===== src/rtl/rxr_pkg.sv =====
`timescale 1ns/1ps
package rxr_pkg;

    typedef enum logic [2:0] {
        ST_IDLE,
        ST_DATA,
        ST_DROP,
        ST_HDR,
        ST_DONE
    } rxr_state_e;

    localparam logic [1:0] SEL_START = 2'd0;
    localparam logic [1:0] SEL_STOP  = 2'd1;
    localparam logic [1:0] SEL_CURR  = 2'd2;
    localparam logic [1:0] SEL_BND   = 2'd3;

    localparam int HDR_LEN = 4;

endpackage


===== src/rtl/rxr_page_step.sv =====
`timescale 1ns/1ps
// Advances a page number by one and wraps it back to the start page.
module rxr_page_step #(
    parameter int PAGE_W = 8
) (
    input  logic [PAGE_W-1:0] page_i,
    input  logic [PAGE_W-1:0] start_i,
    input  logic [PAGE_W-1:0] stop_i,
    output logic [PAGE_W-1:0] page_o
);
    logic [PAGE_W:0] inc;

    assign inc    = {1'b0, page_i} + 1'b1;
    assign page_o = (inc >= {1'b0, stop_i}) ? start_i : inc[PAGE_W-1:0];
endmodule


===== src/rtl/rxr_hdr_byte.sv =====
`timescale 1ns/1ps
// Selects one byte of the frame header by its index.
module rxr_hdr_byte #(
    parameter int DATA_W = 8,
    parameter int LEN_W  = 16
) (
    input  logic [1:0]        idx_i,
    input  logic [DATA_W-1:0] status_i,
    input  logic [DATA_W-1:0] next_i,
    input  logic [LEN_W-1:0]  len_i,
    output logic [DATA_W-1:0] byte_o
);
    localparam int HDR = rxr_pkg::HDR_LEN;

    logic [LEN_W-1:0] count;

    assign count = len_i + LEN_W'(HDR);

    always_comb begin
        case (idx_i)
            2'd0:    byte_o = status_i;
            2'd1:    byte_o = next_i;
            2'd2:    byte_o = count[DATA_W-1:0];
            default: byte_o = count[2*DATA_W-1:DATA_W];
        endcase
    end
endmodule


===== src/rtl/rxr_event_count.sv =====
`timescale 1ns/1ps
// Event counter. The SAT parameter chooses between saturating and wrapping.
module rxr_event_count #(
    parameter int CNT_W = 8,
    parameter bit SAT   = 1'b0
) (
    input  logic             clk,
    input  logic             rst_n,
    input  logic             inc_i,
    output logic [CNT_W-1:0] cnt_o
);
    logic [CNT_W-1:0] cnt_d, cnt_q;

    generate
        if (SAT) begin : g_sat
            always_comb begin
                cnt_d = cnt_q;
                if (inc_i && (cnt_q != {CNT_W{1'b1}})) cnt_d = cnt_q + 1'b1;
            end
        end else begin : g_wrap
            always_comb begin
                cnt_d = cnt_q;
                if (inc_i) cnt_d = cnt_q + 1'b1;
            end
        end
    endgenerate

    always_ff @(posedge clk) begin
        if (!rst_n) cnt_q <= '0;
        else        cnt_q <= cnt_d;
    end

    assign cnt_o = cnt_q;
endmodule


===== src/rtl/rxr_ring_mgr.sv =====
`timescale 1ns/1ps
module rxr_ring_mgr #(
    parameter int OFF_W = 8,
    parameter int CNT_W = 8,
    parameter int LEN_W = 16
) (
    input  logic                  clk,
    input  logic                  rst_n,
    input  logic                  cfg_we,
    input  logic [1:0]            cfg_sel,
    input  logic [7:0]            cfg_wdata,
    input  logic                  monitor_en,
    input  logic                  rx_valid,
    input  logic [7:0]            rx_data,
    input  logic                  rx_last,
    input  logic [7:0]            rx_status,
    output logic                  rx_busy,
    output logic [7:0]            ring_start,
    output logic [7:0]            ring_stop,
    output logic [7:0]            ring_curr,
    output logic [7:0]            ring_bnd,
    output logic                  mem_we,
    output logic [8+OFF_W-1:0]    mem_addr,
    output logic [7:0]            mem_wdata,
    output logic                  evt_rx_done,
    output logic                  evt_overwrite,
    output logic                  evt_missed,
    output logic                  ring_halted,
    output logic                  miss_flag,
    output logic [CNT_W-1:0]      miss_count
);
    import rxr_pkg::*;

    localparam int DATA_W = 8;
    localparam int PAGE_W = DATA_W;
    localparam int ADDR_W = PAGE_W + OFF_W;

    typedef struct packed {
        rxr_state_e          state;
        logic [PAGE_W-1:0]   pstart;
        logic [PAGE_W-1:0]   pstop;
        logic [PAGE_W-1:0]   curr;
        logic [PAGE_W-1:0]   bnd;
        logic [PAGE_W-1:0]   wr_page;
        logic [OFF_W-1:0]    wr_off;
        logic [LEN_W-1:0]    len;
        logic [DATA_W-1:0]   status;
        logic [PAGE_W-1:0]   nxt;
        logic [1:0]          hidx;
        logic                mem_we;
        logic [ADDR_W-1:0]   mem_addr;
        logic [DATA_W-1:0]   mem_wdata;
        logic                prx;
        logic                ovw;
        logic                miss;
        logic                halted;
        logic                miss_flag;
    } rxr_regs_t;

    rxr_regs_t d, q;

    logic [PAGE_W-1:0] cur_pg;
    logic [OFF_W-1:0]  cur_off;
    logic [PAGE_W-1:0] step_pg;
    logic [DATA_W-1:0] hdr_byte;
    logic              drop;

    assign cur_pg  = (q.state == ST_IDLE) ? q.curr : q.wr_page;
    assign cur_off = (q.state == ST_IDLE) ? OFF_W'(HDR_LEN) : q.wr_off;

    rxr_page_step #(.PAGE_W(PAGE_W)) u_step (
        .page_i  (cur_pg),
        .start_i (q.pstart),
        .stop_i  (q.pstop),
        .page_o  (step_pg)
    );

    rxr_hdr_byte #(.DATA_W(DATA_W), .LEN_W(LEN_W)) u_hdr (
        .idx_i    (q.hidx),
        .status_i (q.status),
        .next_i   (q.nxt),
        .len_i    (q.len),
        .byte_o   (hdr_byte)
    );

    always_comb begin
        d        = q;
        d.mem_we = 1'b0;
        d.prx    = 1'b0;
        d.ovw    = 1'b0;
        d.miss   = 1'b0;
        drop     = 1'b0;

        // Host pointer writes; frame completion below takes precedence on curr.
        if (cfg_we) begin
            case (cfg_sel)
                SEL_START: d.pstart = cfg_wdata;
                SEL_STOP:  d.pstop  = cfg_wdata;
                SEL_CURR:  d.curr   = cfg_wdata;
                default: begin
                    if (cfg_wdata != q.bnd) d.halted = 1'b0;
                    d.bnd = cfg_wdata;
                end
            endcase
        end

        case (q.state)
            ST_IDLE, ST_DATA: begin
                if (rx_valid) begin
                    d.len = (q.state == ST_IDLE) ? LEN_W'(1) : q.len + 1'b1;
                    if ((q.state == ST_IDLE) && (monitor_en || q.halted)) begin
                        drop = 1'b1;
                    end else if ((cur_off == '0) && (cur_pg == q.bnd)) begin
                        d.ovw    = 1'b1;
                        d.halted = 1'b1;
                        drop     = 1'b1;
                    end else begin
                        d.mem_we    = 1'b1;
                        d.mem_addr  = {cur_pg, cur_off};
                        d.mem_wdata = rx_data;
                        d.wr_off    = cur_off + 1'b1;
                        d.wr_page   = (d.wr_off == '0) ? step_pg : cur_pg;
                        if (rx_last) begin
                            d.status = rx_status;
                            d.nxt    = step_pg;
                            d.hidx   = 2'd0;
                            d.state  = ST_HDR;
                        end else begin
                            d.state  = ST_DATA;
                        end
                    end
                    if (drop) begin
                        if (rx_last) begin
                            d.miss      = 1'b1;
                            d.miss_flag = 1'b1;
                            d.state     = ST_IDLE;
                        end else begin
                            d.state     = ST_DROP;
                        end
                    end
                end
            end
            ST_DROP: begin
                if (rx_valid && rx_last) begin
                    d.miss      = 1'b1;
                    d.miss_flag = 1'b1;
                    d.state     = ST_IDLE;
                end
            end
            ST_HDR: begin
                d.mem_we    = 1'b1;
                d.mem_addr  = {q.curr, {(OFF_W-2){1'b0}}, q.hidx};
                d.mem_wdata = hdr_byte;
                d.hidx      = q.hidx + 1'b1;
                if (q.hidx == 2'd3) d.state = ST_DONE;
            end
            ST_DONE: begin
                d.curr      = q.nxt;
                d.prx       = 1'b1;
                d.miss_flag = 1'b0;
                d.state     = ST_IDLE;
            end
            default: d.state = ST_IDLE;
        endcase
    end

    always_ff @(posedge clk) begin
        if (!rst_n) begin
            q       <= '0;
            q.state <= ST_IDLE;
        end else begin
            q       <= d;
        end
    end

    rxr_event_count #(.CNT_W(CNT_W), .SAT(1'b0)) u_miss_cnt (
        .clk   (clk),
        .rst_n (rst_n),
        .inc_i (d.miss),
        .cnt_o (miss_count)
    );

    assign rx_busy       = (q.state == ST_HDR) || (q.state == ST_DONE);
    assign ring_start    = q.pstart;
    assign ring_stop     = q.pstop;
    assign ring_curr     = q.curr;
    assign ring_bnd      = q.bnd;
    assign mem_we        = q.mem_we;
    assign mem_addr      = q.mem_addr;
    assign mem_wdata     = q.mem_wdata;
    assign evt_rx_done   = q.prx;
    assign evt_overwrite = q.ovw;
    assign evt_missed    = q.miss;
    assign ring_halted   = q.halted;
    assign miss_flag     = q.miss_flag;
endmodule


===== config.mk =====
export PLATFORM = sky130hd
export DESIGN_NAME = rxr_ring_mgr
export DESIGN_NICKNAME = d
export VERILOG_FILES = /design/src/rtl/rxr_pkg.sv /design/src/rtl/rxr_page_step.sv /design/src/rtl/rxr_hdr_byte.sv /design/src/rtl/rxr_event_count.sv /design/src/rtl/rxr_ring_mgr.sv
export SDC_FILE = /design/constraint.sdc
export NUM_CORES = 1
export LEC_CHECK = 0
export ABC_AREA = 1
export ABC_CLOCK_PERIOD_IN_PS = 5300
export BUFFER_PORTS_ARGS = -buffer_cell sky130_fd_sc_hd__buf_2
export CORE_MARGIN = 2
export CORE_UTILIZATION = 61
export DETAILED_ROUTE_END_ITERATION = 16
export PLACE_DENSITY_LB_ADDON = 0.05
export SKIP_LAST_GASP = 1
export SYNTH_ARGS = -nofsm -noshare
export SYNTH_HDL_FRONTEND = slang
export SYNTH_SLANG_ARGS = --single-unit

===== constraint.sdc =====
create_clock -name clk -period 5.3 [get_ports clk]
set_clock_uncertainty 0.15 [all_clocks]
set_input_delay 0.795 -clock clk [delete_from_list [all_inputs] [get_ports clk]]
set_output_delay 0.795 -clock clk [all_outputs]
set_load 0.02 [all_outputs]

Word level (Yosys, flattened, before mapping)
Cells that the tools add are included.
W data, S select, Z words.
{"block": "word_totals", "ff_bits": 123, "input_bits": 32, "output_inout_bits": 71, "wordCells": 125}
{"block": "classes", "n_addsub": 6, "n_lt_le_gt_ge": 1, "n_eq_ne": 20, "n_mux": 44, "bitwise_logic": 6, "reduce_logical": 28}
{"operator": "$mux W27", "n": 3}
{"operator": "$mux W8", "n": 7}
{"operator": "$pmux W27 S2", "n": 1}
{"operator": "$mux W16", "n": 2}
{"operator": "$pmux W8 S3", "n": 1}
{"operator": "$mux W3", "n": 7}
{"operator": "$reduce_and A5 Y1", "n": 4}
{"operator": "$mux W1", "n": 17}
{"operator": "$add A16 B1 Y16 const B", "n": 1}
{"operator": "$add A16 B3 Y16 const B", "n": 1}
{"operator": "$add A8 B1 Y8 const B", "n": 2}
{"operator": "$logic_not A8 Y1", "n": 2}
{"operator": "$ne A2 B2 Y1 const B", "n": 7}
{"operator": "$reduce_and A2 Y1", "n": 5}
{"operator": "$add A8 B1 Y9 const B", "n": 1}
{"operator": "$ge A9 B8 Y1", "n": 1}
{"operator": "$pmux W3 S3", "n": 1}
{"operator": "$eq A8 B8 Y1", "n": 1}
{"operator": "$ne A8 B8 Y1", "n": 1}
{"operator": "$reduce_and A4 Y1", "n": 2}
{"operator": "$eq A2 B2 Y1 const B", "n": 3}
{"operator": "$eq A3 B2 Y1 const B", "n": 2}
{"operator": "$mux W2", "n": 3}
{"operator": "$ne A3 B3 Y1 const B", "n": 2}
{"operator": "16 further kinds", "n": 28}

Longest topological paths before layout
{"block": "logic_depth", "word_depth": 11, "depth_mapped": 27, "ltp_nobuf": 26}

By module
From an unflattened synthesis, not the netlist that was laid out.
{"block": "hier_totals", "hier_cells": 1238, "hier_area_um2": 7860.0}
{"mod": "rxr_ring_mgr", "instances": 1, "cells_per_inst": 990, "area_per_inst_um2": 6419.9, "seq_area_each_um2": 2302.2}
{"mod": "rxr_hdr_byte", "instances": 1, "cells_per_inst": 121, "area_per_inst_um2": 608.1, "seq_area_each_um2": 0.0}
{"mod": "rxr_page_step", "instances": 1, "cells_per_inst": 79, "area_per_inst_um2": 483.0, "seq_area_each_um2": 0.0}
{"mod": "rxr_event_count", "instances": 1, "cells_per_inst": 48, "area_per_inst_um2": 349.1, "seq_area_each_um2": 160.2}

Worst setup path after synthesis
No wires, ideal clock.
{"block": "synth_path", "path_kind": "flip-flop to flip-flop", "from": "register q[114] (netlist name)", "to": "register q[75] (netlist name)", "setup_ns": 0.139, "t_arrival_ns": 2.789, "t_required_ns": 5.011, "setup_slack_ns": 2.222, "stages_incl_launch_ff": 24, "path_buffers": 1, "synth_period_minus_slack_ns": 3.078, "path_cell_list": "dfxtp_1 nor2_8 buf_4 nand3_1 nand2_1 ha_1 nand3_1 nor2_1 nand3_1 nand2_1 inv_1 ha_1 nand2_1 inv_1 nand2_1 nor2_1 a21boi_0 nand2_1 nor2_1 nand2_1 nand2_1 nand2_1 nand3_1 a21oi_2"}
{"block": "synth_between", "elab_chain_len": 6, "elab_cells_between_ends": 18, "classes_between": "add/sub: 2; order compare: 1; eq/ne: 2; mux: 4; bitwise: 2; reduce/logical: 7"}
{"item": "start: declaration", "line": "rxr_ring_mgr.sv:60", "rtl": "rxr_regs_t d, q;"}
{"item": "$logic_not A3 Y1"}
{"item": "$mux W8, on equally long branches", "line": "rxr_ring_mgr.sv:68, rxr_ring_mgr.sv:69"}
{"item": "$add A8 B1 Y9, or another cell as far along", "line": "rxr_page_step.sv:13", "rtl": "assign inc = {1'b0, page_i} + 1'b1;"}
{"item": "$ge A9 B8 Y1 or $logic_and A1 B1 Y1 (tied branches)", "line": "rxr_page_step.sv:14, rxr_ring_mgr.sv:113"}
{"item": "$mux W8 or $not A1 Y1 (tied branches)"}
{"item": "$mux W8 or $reduce_and A4 Y1 (tied branches)"}
Several ways; a longest one is shown, not always the timed one.
A chain may end at the register's enable or synchronous reset.

Worst setup path after layout
{"block": "layout_path", "from": "register q[114] (netlist name)", "to": "register q (netlist bit mem_wdata[7])"}
{"block": "layout_between", "elab_chain_len": 6, "elab_cells_between_ends": 16, "classes_between": "eq/ne: 6; mux: 3; reduce/logical: 7"}
{"item": "$logic_not A3 Y1"}
{"item": "$mux W8, on equally long branches", "line": "rxr_ring_mgr.sv:68, rxr_ring_mgr.sv:69"}
{"item": "$eq A8 B8 Y1 or $logic_not A8 Y1 (tied branches)", "line": "rxr_ring_mgr.sv:113", "rtl": "end else if ((cur_off == '0) && (cur_pg == q.bnd)) begin"}
{"item": "$logic_and A1 B1 Y1", "line": "rxr_ring_mgr.sv:113"}
{"item": "$ne A2 B2 Y1 (no source line)"}
{"item": "$reduce_and A4 Y1 (no source line)"}
Several ways; a longest one is shown, not always the timed one.

==> summary.md <==
| Metric | Value |
|---|---|
| Status | `finished clean` |
| Most frequent cells in the layout | `nand2_1, nor2_1, dfxtp_1, inv_1, buf_2` |
| Worst slew pin tran | `0.7190 ns` |
| EDFF count, synth | `0` |
| Worst R2R Path Depth | `18` |
| # diodes | `0` |
| HP Class | `flop to flop` |
| Hold path start | `q[32]` |
| Total global routing overflow | `0` |
| Clock root cell | `clkbuf_16` |
| First-pass GRT wire length | `between 30000 and 40000 um` |
| Avg Inst Size Synth | `about 6.6 sq um` |
| Clk buf depth | `2` |
| DP HPWL | `14670 um` |
| Hold endpoint | `q[32]` |
| Asr flop ratio synth | `0%` |
| Syn_nets | `1167` |
| Antenna Nets Post-Route | `0` |
| Sink Count | `~120` |
| Final Hold Viols | `0` |
| Worst slew margin | `slightly above 50%` |
| Arrival time worst endpoint | `3.87 ns` |
| FF+latch area | `2462 sq um` |
| Filler cell count | `about 1100` |
| Sequential fraction of the synthesis area | `33.53%` |
| Die X | `between 100 and 150 um` |
| Peak VDD IR | `~0.28 mV` |
| I/O Pins | `103` |
| Pwr Density | `about 370 nW/um^2` |
| Synth warn | `0` |
| Fin cells | `between 1000 and 1500` |
| Placed cells | `about 1300` |
| Hold buffer count at CTS | `0` |
| Vias per Instance | `5.469` |
| Max Cap Viol | `0` |
| Worst skew pair latency | `roughly 0.42 ns` |
| Netlist cell types | `between 40 and 50` |
| Crit-path max FO | `39` |
| Setup crit start kind | `flop` |
| Gr usage total | `between 30% and 40%` |
| CTS H-tree lvls | `4` |
| Routed length per instance | `15.18 um` |
| Primary FF master, synth | `dfxtp_1` |
| CP Capture Type | `flop` |
| Core footprint | `between 10000 and 15000 sq um` |
| Post-synthesis compound-gate area fraction | `15.91%` |
| Pre-CTS setup slack | `1.627 ns` |
| Multi-input gate area | `about 3800 sq um` |
| Synth Area in Simple Gates | `just over 30%` |
| WL final | `roughly 20000 um` |
| Post-synthesis mux area share | `0%` |
| R2r endpoint | `mem_wdata[7]` |
| DR pass1 iterations | `5` |
| Die height | `around 110 um` |
| IO buf count | `between 100 and 150` |
| Post-Syn Instances | `1115` |
| Critical path class | `flop to flop` |
| Via count | `7181` |
| Slew Viols, Final | `0` |
| Number of synthesized register bits | `~120` |
| Residual DRC | `0` |
| Largest net degree at the start of global routing | `48` |
| Final Core Density | `between 60 and 70%` |
| Setup slack, reg-to-reg | `1.59 ns` |
| Most common cell after layout, fill and taps aside | `nand2_1` |
| XOR/XNOR Fraction of Synth Area | `1.073%` |
| Min-Delay Path Depth | `2` |
| TritonCTS Buffers | `17` |
| Synthesized area | `~7300 sq um` |
| Final hold slack | `approximately 0.32 ns` |
| Routability congestion estimate | `between 0.9 and 1` |
| Area growth from synthesis to layout | `11.08%` |
| Unrepaired setup endpoints after global routing | `no` |
| Main combinational cell family by area after synthesis | `simple AND/OR/NAND/NOR gates` |
| Initial Util | `approximately 62%` |
| Worst Path Required | `between 5 and 6 ns` |
| Period minus WS final | `around 3.7 ns` |
| TritonCTS clock tree | `built` |
| Final TNS setup | `0 ns` |
| Initial antenna violation count | `0` |
| Reg clk slew, reported paths | `roughly 0.060 ns` |
| Lkg Pwr | `approximately 3.8 nW` |
| Final WS setup | `1.594 ns` |
| FMAX | `approximately 270 MHz` |
| Postcts setup bufs | `0` |
| Iter 0 DRT Violations | `~650` |
| Ratio of cells with drive above 1 in the final layout | `around 15%` |
| Final instance area | `roughly 8000 sq um` |
| Row count | `40` |
| Fin crit share | `69.92%` |
| Post-CTS sizing | `0` |
| Critical R2R Launch | `q[114]` |
| Final setup fails | `0` |
| Nets | `approximately 1200` |
| Die area | `12930 sq um` |
| Total power | `roughly 3 mW` |
| Post-Synth Adder-Cell Area | `under 10%` |
| Placed Area | `roughly 7400 sq um` |
| Vias in the first global route | `~6400` |
worst max path at each step:
stage          startpoint            to  slack (ns)  depth (start not counted)
6_report           q[114]  mem_wdata[7]        1.59                         18
5_1_grt            q[114]  mem_wdata[7]        1.22                         18
4_1_cts            q[114]  mem_wdata[7]        1.60                         18
3_5_place_dp       q[114]  mem_wdata[7]        1.63                         18
3_3_place_gp       q[114]   mem_addr[1]        1.72                         18
2_1_floorplan      q[114]         q[75]        2.22                         23
flip-flops by register name, summed over array words and instances (netlist names):
name / flops
ring_halted: 1
u_miss_cnt.cnt_o: 8
evt_rx_done: 1
ring_start: 8
mem_addr: 16
q: 53
mem_we: 1
miss_flag: 1
ring_bnd: 8
ring_stop: 8
ring_curr: 8
mem_wdata: 8
evt_missed: 1
evt_overwrite: 1
per-layer routing:
layer	GRT usage [%]	wire length [um]	share of wire [%]
met5	0	0	0
met4	12.52	539	2.7
met3	6.057	1256	6.3
met2	50.14	9110	46
met1	42.06	9021	45
where the power goes:
| part | switching [mW] | internal [mW] |
|---|---|---|
| combinational | 0.430 | 0.182 |
| sequential | 0.0454 | 0.985 |
| clock | 0.429 | 0.969 |
worst max-delay path, cell delays in order (launching register included):
cell and delay (ns):
dfxtp_1 0.50, nor2_8 0.12, nand2_8 0.17, inv_1 0.09, nor2_1 0.22, inv_1 0.08, ha_1 0.18, nand2_1 0.06
nor2_1 0.04, nand2_1 0.06, nor2_2 0.05, nand2_1 0.07, nor2_2 0.05, nand3_4 0.15, nand3_4 0.43, nand2_4 0.50
clkinv_1 0.38, nor2_1 0.20, nor2_1 0.07
cell families (layout without fill, tap and decap cells):
family,after synthesis,count (layout)
compound gates,216,216
xor+xnor,9,9
fa+ha+maj,20,20
buf+inv,216,267
flops,123,123
simple gates,531,531
synth_stat cells, types with 4 or more instances:
cell	number	area share, %
a21oi_1	86	5.9
nor2_2	6	0.51
clkbuf_1	17	0.87
nor2_1	133	6.8
o21ai_1	11	0.75
or2_2	4	0.34
nand2_1	274	14
nor3_1	9	0.61
inv_2	5	0.26
o21ai_0	83	5.7
buf_6	8	1.2
nand4_1	14	1.2
buf_4	59	6.0
nand3_1	74	5.0
a21oi_2	10	1.2
inv_1	121	6.2
xnor2_1	6	0.72
dfxtp_1	123	34
ha_1	20	3.4
a31oi_1	12	1.0
area by class of cell:
type	instances	area share, %
inverters	128	5.890
clock buffers	22	5.814
flip-flops and latches	123	30.19
repair buffers	107	6.719
clock inverters	10	2.869
well taps	147	2.255
multi-input cells	776	46.26
(Power assumes the default switching activity.)
